File: config.mk
export PLATFORM = sky130hd
export DESIGN_NAME = sdc_claim_unit
export DESIGN_NICKNAME = d
export VERILOG_FILES = /design/src/rtl/sdc_pkg.sv /design/src/rtl/sdc_window_timer.sv /design/src/rtl/sdc_req_slot.sv /design/src/rtl/sdc_claim_fsm.sv /design/src/rtl/sdc_claim_unit.sv
export SDC_FILE = /design/constraint.sdc
export NUM_CORES = 1
export LEC_CHECK = 0
export BUFFER_PORTS_ARGS = -buffer_cell sky130_fd_sc_hd__buf_2
export CORE_MARGIN = 8
export CORE_UTILIZATION = 25
export DETAILED_ROUTE_END_ITERATION = 6
export GPL_ROUTABILITY_DRIVEN = 0
export PLACE_DENSITY = 0.48
export SETUP_SLACK_MARGIN = 0.2
export SLEW_MARGIN = 0
export SYNTH_ARGS = -nofsm -noshare
export SYNTH_HDL_FRONTEND = slang
export SYNTH_HIERARCHICAL = 1
export SYNTH_SLANG_ARGS = --single-unit
File: constraint.sdc
create_clock -name clk -period 1.9 [get_ports clk]
set_input_delay 0 -clock clk [delete_from_list [all_inputs] [get_ports clk]]
set_output_delay 0 -clock clk [all_outputs]
set_load 0.05 [all_outputs]
File: src/rtl/sdc_pkg.sv
package sdc_pkg;
  typedef enum logic [2:0] {
    ST_IDLE    = 3'd0,
    ST_WAIT    = 3'd1,
    ST_CLAIM   = 3'd2,
    ST_RETRY   = 3'd3,
    ST_BACKOFF = 3'd4
  } sdc_state_e;
endpackage

File: src/rtl/sdc_window_timer.sv
module sdc_window_timer #(
  parameter int WINDOW = 3
) (
  input  logic clk,
  input  logic rst_n,
  input  logic start,
  input  logic advance,
  output logic done
);
  localparam int CNT_W = $clog2(WINDOW + 1);
  localparam logic [CNT_W-1:0] LIMIT = CNT_W'(WINDOW);

  logic [CNT_W-1:0] cnt_q, cnt_d;
  logic             cnt_en;

  always_comb begin
    cnt_en = 1'b0;
    cnt_d  = cnt_q;
    if (start) begin
      cnt_en = 1'b1;
      cnt_d  = CNT_W'(1);
    end else if (advance && (cnt_q != LIMIT)) begin
      cnt_en = 1'b1;
      cnt_d  = cnt_q + CNT_W'(1);
    end
  end

  always_ff @(posedge clk or negedge rst_n) begin
    if (!rst_n)      cnt_q <= '0;
    else if (cnt_en) cnt_q <= cnt_d;
  end

  assign done = (cnt_q == LIMIT);
endmodule

File: src/rtl/sdc_req_slot.sv
module sdc_req_slot #(
  parameter int ADDR_W = 32,
  parameter int CMD_W  = 4
) (
  input  logic              clk,
  input  logic              rst_n,
  input  logic              cap_en,
  input  logic [ADDR_W-1:0] cap_addr,
  input  logic [CMD_W-1:0]  cap_cmd,
  input  logic              load,
  input  logic              ready,
  output logic              valid,
  output logic [ADDR_W-1:0] addr,
  output logic [CMD_W-1:0]  cmd
);
  logic [ADDR_W-1:0] hold_addr_q;
  logic [CMD_W-1:0]  hold_cmd_q;
  logic              valid_q, valid_d, valid_en;
  logic [ADDR_W-1:0] out_addr_q;
  logic [CMD_W-1:0]  out_cmd_q;

  // address-phase capture stage
  always_ff @(posedge clk or negedge rst_n) begin
    if (!rst_n) begin
      hold_addr_q <= '0;
      hold_cmd_q  <= '0;
    end else if (cap_en) begin
      hold_addr_q <= cap_addr;
      hold_cmd_q  <= cap_cmd;
    end
  end

  always_comb begin
    valid_en = 1'b0;
    valid_d  = valid_q;
    if (load) begin
      valid_en = 1'b1;
      valid_d  = 1'b1;
    end else if (valid_q && ready) begin
      valid_en = 1'b1;
      valid_d  = 1'b0;
    end
  end

  always_ff @(posedge clk or negedge rst_n) begin
    if (!rst_n)        valid_q <= 1'b0;
    else if (valid_en) valid_q <= valid_d;
  end

  // downstream presentation stage
  always_ff @(posedge clk or negedge rst_n) begin
    if (!rst_n) begin
      out_addr_q <= '0;
      out_cmd_q  <= '0;
    end else if (load) begin
      out_addr_q <= hold_addr_q;
      out_cmd_q  <= hold_cmd_q;
    end
  end

  assign valid = valid_q;
  assign addr  = out_addr_q;
  assign cmd   = out_cmd_q;
endmodule

File: src/rtl/sdc_claim_fsm.sv
module sdc_claim_fsm
  import sdc_pkg::*;
(
  input  logic clk,
  input  logic rst_n,
  input  logic frame_n,
  input  logic irdy_n,
  input  logic devsel_n,
  input  logic win_done,
  input  logic slot_busy,
  output logic tmr_start,
  output logic tmr_advance,
  output logic slot_load,
  output logic drv_devsel_n,
  output logic drv_stop_n
);
  sdc_state_e st_q, st_d;
  logic       bus_end;

  assign bus_end = frame_n && irdy_n;

  always_comb begin
    st_d        = st_q;
    tmr_start   = 1'b0;
    tmr_advance = 1'b0;
    slot_load   = 1'b0;
    unique case (st_q)
      ST_IDLE: begin
        if (!frame_n) begin
          st_d      = ST_WAIT;
          tmr_start = 1'b1;
        end
      end
      ST_WAIT: begin
        if (bus_end) begin
          st_d = ST_IDLE;
        end else if (!devsel_n) begin
          st_d = ST_BACKOFF;
        end else if (win_done) begin
          if (slot_busy) begin
            st_d = ST_RETRY;
          end else begin
            st_d      = ST_CLAIM;
            slot_load = 1'b1;
          end
        end else begin
          tmr_advance = 1'b1;
        end
      end
      ST_CLAIM, ST_RETRY, ST_BACKOFF: begin
        if (bus_end) st_d = ST_IDLE;
      end
      default: st_d = ST_IDLE;
    endcase
  end

  always_ff @(posedge clk or negedge rst_n) begin
    if (!rst_n) st_q <= ST_IDLE;
    else        st_q <= st_d;
  end

  assign drv_devsel_n = !((st_q == ST_CLAIM) || (st_q == ST_RETRY));
  assign drv_stop_n   = !(st_q == ST_RETRY);
endmodule

File: src/rtl/sdc_claim_unit.sv
module sdc_claim_unit #(
  parameter int ADDR_W = 32,
  parameter int CMD_W  = 4,
  parameter int WINDOW = 3
) (
  input  logic              clk,
  input  logic              rst_n,
  input  logic              bus_frame_n,
  input  logic              bus_irdy_n,
  input  logic              bus_devsel_n,
  input  logic [ADDR_W-1:0] bus_ad,
  input  logic [CMD_W-1:0]  bus_cbe,
  output logic              tgt_devsel_n,
  output logic              tgt_stop_n,
  output logic              dn_valid,
  input  logic              dn_ready,
  output logic [ADDR_W-1:0] dn_addr,
  output logic [CMD_W-1:0]  dn_cmd
);
  logic tmr_start, tmr_advance, win_done, slot_load;

  sdc_window_timer #(.WINDOW(WINDOW)) u_timer (
    .clk     (clk),
    .rst_n   (rst_n),
    .start   (tmr_start),
    .advance (tmr_advance),
    .done    (win_done)
  );

  sdc_claim_fsm u_fsm (
    .clk          (clk),
    .rst_n        (rst_n),
    .frame_n      (bus_frame_n),
    .irdy_n       (bus_irdy_n),
    .devsel_n     (bus_devsel_n),
    .win_done     (win_done),
    .slot_busy    (dn_valid),
    .tmr_start    (tmr_start),
    .tmr_advance  (tmr_advance),
    .slot_load    (slot_load),
    .drv_devsel_n (tgt_devsel_n),
    .drv_stop_n   (tgt_stop_n)
  );

  sdc_req_slot #(.ADDR_W(ADDR_W), .CMD_W(CMD_W)) u_slot (
    .clk      (clk),
    .rst_n    (rst_n),
    .cap_en   (tmr_start),
    .cap_addr (bus_ad),
    .cap_cmd  (bus_cbe),
    .load     (slot_load),
    .ready    (dn_ready),
    .valid    (dn_valid),
    .addr     (dn_addr),
    .cmd      (dn_cmd)
  );
endmodule

# Word-level counts from Yosys, hierarchy flattened
# Index checks and enable logic that the tools add are counted.
# totals
register_bits	78
input_bits	42
out_inout_bits	39
word_cells	56
# classes
n_addsub	1
eq_ne	9
muxes	26
n_reduce_logical	13
# ops
operator	n
1-bit two-way mux	18
3-bit two-way mux	5
3-bit one-hot mux with 3 select lines	1
3-bit by 2-bit == test with 1-bit output (second input constant)	2
2-bit two-way mux	2
2-bit inequality test (second input constant)	2
4-bit by 2-bit inequality test with 1-bit output (second input constant)	1
2-bit AND reduction	2
2-bit nonzero test	2
3-bit by 1-bit == test with 1-bit output (second input constant)	1
3-bit == test (second input constant)	1
1-bit logical AND	3
3-bit zero test	1
3-bit AND reduction	1
3-bit OR reduction	1
2-bit by 1-bit adder with 2-bit output (second input constant)	1
2-bit == test (second input constant)	1
1-bit zero test	2
2-bit by 1-bit inequality test with 1-bit output (second input constant)	1
1-bit logical OR	1

# Logic depth before layout (Yosys ltp)
# depth
word_depth	9
mapped_depth	7
mapped_depth_nobuf	5

# Cells and area by module
# The synthesis kept the hierarchy.
# by_module_without_submodules
module	instances	cells_each	area_per_inst_um2	seq_area_each_um2
sdc_req_slot	1	155	3012.9	1826.8
sdc_claim_fsm	1	26	217.7	75.1
sdc_window_timer	1	10	118.9	50.0

# Least setup slack after synthesis
# Ideal clock, no wire load.
# synth_path
kind	reg2reg
startpoint	register u_fsm.st_q[0]
endpoint	register u_slot.hold_addr_q[0]
setup_time_ns	0.125
arrival_ns	1.650
t_required_ns	1.775
slack_ns	0.125
stages_incl_launch_ff	5
n_path_buf	2
period_less_slack_ns	1.775
path_cell_list	dfrtp_1 > nor4_1 > buf_6 > buf_12 > mux2_4
# synth_between
elab_chain_len	2
# synth_rtl
item	line_no	text
start: declaration	sdc_claim_fsm.sv:17	sdc_state_e st_q, st_d;
start signal: assignment	sdc_claim_fsm.sv:59	else st_q <= st_d;
3-bit zero test	sdc_claim_fsm.sv:27	unique case (st_q)
1-bit two-way mux	sdc_claim_fsm.sv:27	
named net tmr_start	sdc_claim_unit.sv:20	logic tmr_start, tmr_advance, win_done, slot_load;
end signal: assignment	sdc_req_slot.sv:28	hold_addr_q <= cap_addr;
end: declaration	sdc_req_slot.sv:16	logic [ADDR_W-1:0] hold_addr_q;
# The timed path passes the listed nets, and every way through them passes these cells.
# A chain may end at the register's enable or synchronous reset.

# Worst setup path after layout
# layout_path
startpoint	register u_timer.cnt_q[0]
endpoint	register u_slot.out_addr_q[13] (netlist: u_slot/addr[13])
# layout_between
elab_chain_len	5
# layout_rtl
item	line_no	text
start: declaration	sdc_window_timer.sv:13	logic [CNT_W-1:0] cnt_q, cnt_d;
start signal: assignment	sdc_window_timer.sv:30	else if (cnt_en) cnt_q <= cnt_d;
2-bit == test	sdc_window_timer.sv:33	assign done = (cnt_q == LIMIT);
named net win_done	sdc_claim_unit.sv:20	
1-bit two-way mux	sdc_claim_fsm.sv:39	end else if (win_done) begin
1-bit two-way mux	sdc_claim_fsm.sv:37	end else if (!devsel_n) begin
1-bit two-way mux	sdc_claim_fsm.sv:35	if (bus_end) begin
1-bit two-way mux	sdc_claim_fsm.sv:27	
named net slot_load	sdc_claim_unit.sv:20	
end signal: assignment	sdc_req_slot.sv:56	out_addr_q <= hold_addr_q;
end: declaration	sdc_req_slot.sv:19	logic [ADDR_W-1:0] out_addr_q;
# The timed path passes the listed nets, and every way through them passes these cells.

==> results_dict.tcl <==
set metrics [dict create \
    detail_route.wirelength_um 7510 \
    rsz0062_at_grt "true" \
    synthArstFlopShare_pct 100 \
    start_util_pct 25.4 \
    ctsRootBufferMaster "clkbuf_16" \
    relSlewSlack_pct 62.6 \
    timing.fmax_ghz 0.604 \
    antenna_found_initial 0 \
    power_mw 8.26 \
    synth_warnings 6 \
    worst_hold_slack_ns 0.0403 \
    syn_to_final_growth_pct 44.2 \
    syn_inst 191 \
    drt_pass1_iterations 4 \
    syn_nets 234 \
    grt_pass1_vias 2278 \
    overflow 0 \
    synth_seq_cells 78 \
    cts_tree "built" \
    cts-buffers-inserted 9 \
    portBuffers 80 \
    avgRoutedWirePerCell_um 14.7 \
    post-route-drc-count 0 \
    final.setup.tns_ns 0 \
    power_density_nw_per_um2 1710 \
    dp_hpwl_um 4620 \
    fin_util_pct 36.6 \
    clk_pin_slew_ns 0.06 \
    yosysMostFrequentCell "dfrtp_1" \
    grt_max_degree 43 \
    synth.distinct_cells 27 \
    fillCellCount 1249 \
    finalCritPeriodShare_pct 87.1 \
    insertion_delay_ns 0.34 \
    drtIter0Drc 59 \
    maxCapViolations 0 \
    synthTopCellsByArea "dfrtp_1, mux2_4, mux2_2" \
    setup_viol 0 \
    final_layout_size_suffix_gt1_share_pct 57.5 \
    finalHoldViolations 0 \
    yosys.area.top_type "dfrtp_1" \
    seq_area_frac_synth_pct 58.3 \
    p_leak_nw 2.30 \
    antenna_cells 0 \
    slew_violations 0 \
    gr-usage-all-layers_pct 8.51 \
    dieWidth_um 132 \
    period_needed_ns 1.66 \
    stdcell_count 510 \
    worstSetupStartpointType "flop" \
    final_antenna_net_count 0 \
    irDropWorstVdd_mv 0.658 \
    skew_ns 0.00617 \
    hp-class "in -> reg" \
    worst_pin_slew_ns 0.561 \
    crit_path_end_kind "flop" \
    dp_cells 446 \
    via_per_inst 3.97 \
    synth_top_area_share_pct 58.3 \
    rows 42 \
    synth_common_cells "dfrtp_1, mux2_4, mux2_2, nor2_1, buf_12" \
    clk_path_buf_depth 2 \
    vias 2025 \
    grt_pass1_wl_um 11700 \
    cp_data_arrival_time_ns 1.88 \
    core_um2 13200 \
    htree_levels 3 \
    status "complete, no violations" \
    io_pins 81 \
    synth-edff-count 0 \
    synthFlopType "dfrtp_1" \
    worstPathMaxFanout 6 \
    dieArea_um2 17400 \
    critPathRequiredTime_ns 2.12 \
    syn_area_um2 3350 \
    cts.sinks 78 \
    syn_avg_cell_area_um2 17.5 \
    worstSetupPathType "reg -> reg" \
    fp.dieH_um 132 \
    final_nets 372 \
]
## logic make-up (layout without fill, tap and decap cells)
kind of cell	Yosys count	after routing	synth area share (%)
compound gates	5	5	1.27
fa+ha+maj	1	1	0.373
buf+inv	11	154	4.71
flops	78	78	58.3
mux	75	75	31.8
simple gates	21	21	3.62
## registers in the layout, indices dropped and copies added, names as in the netlist
signal,cells
u_slot/valid,1
u_slot/cmd,4
u_slot/hold_cmd_q,4
u_slot/addr,32
u_slot/hold_addr_q,32
u_timer/cnt_q,2
u_fsm/st_q,3
## placed cells by master, fill, tap and decap left out, types with 2 or more instances in the layout
cell,Yosys,final
mux2i_1,2,2
buf_2,0,79
buf_12,6,5
clkinvlp_4,0,2
dfrtp_1,78,77
nor2_1,8,7
mux2_4,59,65
nand2b_1,2,2
clkbuf_16,0,12
buf_6,2,5
buf_4,1,5
inv_1,2,2
mux2_2,13,7
dlygate4sd3_1,0,39
## report_power, final
group | total, mW | internal, mW | switching (mW)
Clock | 1.73 | 1.05 | 0.679
Combinational | 3.66 | 1.71 | 1.95
Sequential | 2.86 | 2.42 | 0.439
Total | 8.26 | 5.19 | 3.07
## worst paths after layout
check | from | endpoint | slack, ns | cells after the start
max in group asynchronous | rst_n | u_fsm/st_q[0] | 1.10 | 3
worst max register to register | u_timer/cnt_q[0] | u_slot/addr[13] | 0.24 | 6
worst min register to register | u_slot/hold_addr_q[17] | u_slot/addr[17] | 0.50 | 1
min in group asynchronous | rst_n | u_slot/addr[5] | 0.18 | 2
worst max-delay path | u_timer/cnt_q[0] | u_slot/addr[13] | 0.24 | 6
worst min-delay path | bus_devsel_n | u_fsm/st_q[2] | 0.04 | 4
## per-layer routing
| metal | part of all wire, % | global-route usage (%) |
|---|---|---|
| met1 | 47 | 10.0 |
| met2 | 46 | 13.0 |
| met3 | 5.7 | 3.93 |
| met4 | 1.6 | 3.83 |
| met5 | 0 | 0 |
## timing repair
action,CTS,global route
endpoints found under the hold margin,79,0
buffers inserted,3,2
pin swaps,1,4
hold buffers,39,0
cloned,0,4
setup endpoints to repair,35,70
gates resized for setup,3,14
## layout make-up
cell class | count | area, um^2 | area share (%)
flip-flops and latches | 78 | 1950 | 40.4
multi-input cells | 102 | 1290 | 26.8
repair buffers | 136 | 1050 | 21.8
clock buffers | 11 | 243 | 5.02
well taps | 176 | 220 | 4.56
clock inverters | 5 | 58.8 | 1.22
inverters | 2 | 7.51 | 0.155
## through the flow
stage | instance area [um^2] | setup slack [ns]
2_1_floorplan | 3360 | 0.217
3_3_place_gp | 3940 | 0.157
3_5_place_dp | 3940 | 0.121
4_1_cts | 4690 | 0.190
5_1_grt | 4830 | 0.148
6_report | 4830 | 0.245
## worst max-delay path, stage by stage (launching register included)
cell and delay [ns]:
dfrtp_1 0.36, ha_2 0.23, inv_1 0.10, nor3_4 0.22, buf_6 0.18, clkbuf_16 0.16
mux2_4 0.29
No activity file was read; power rests on OpenSTA's default activity.
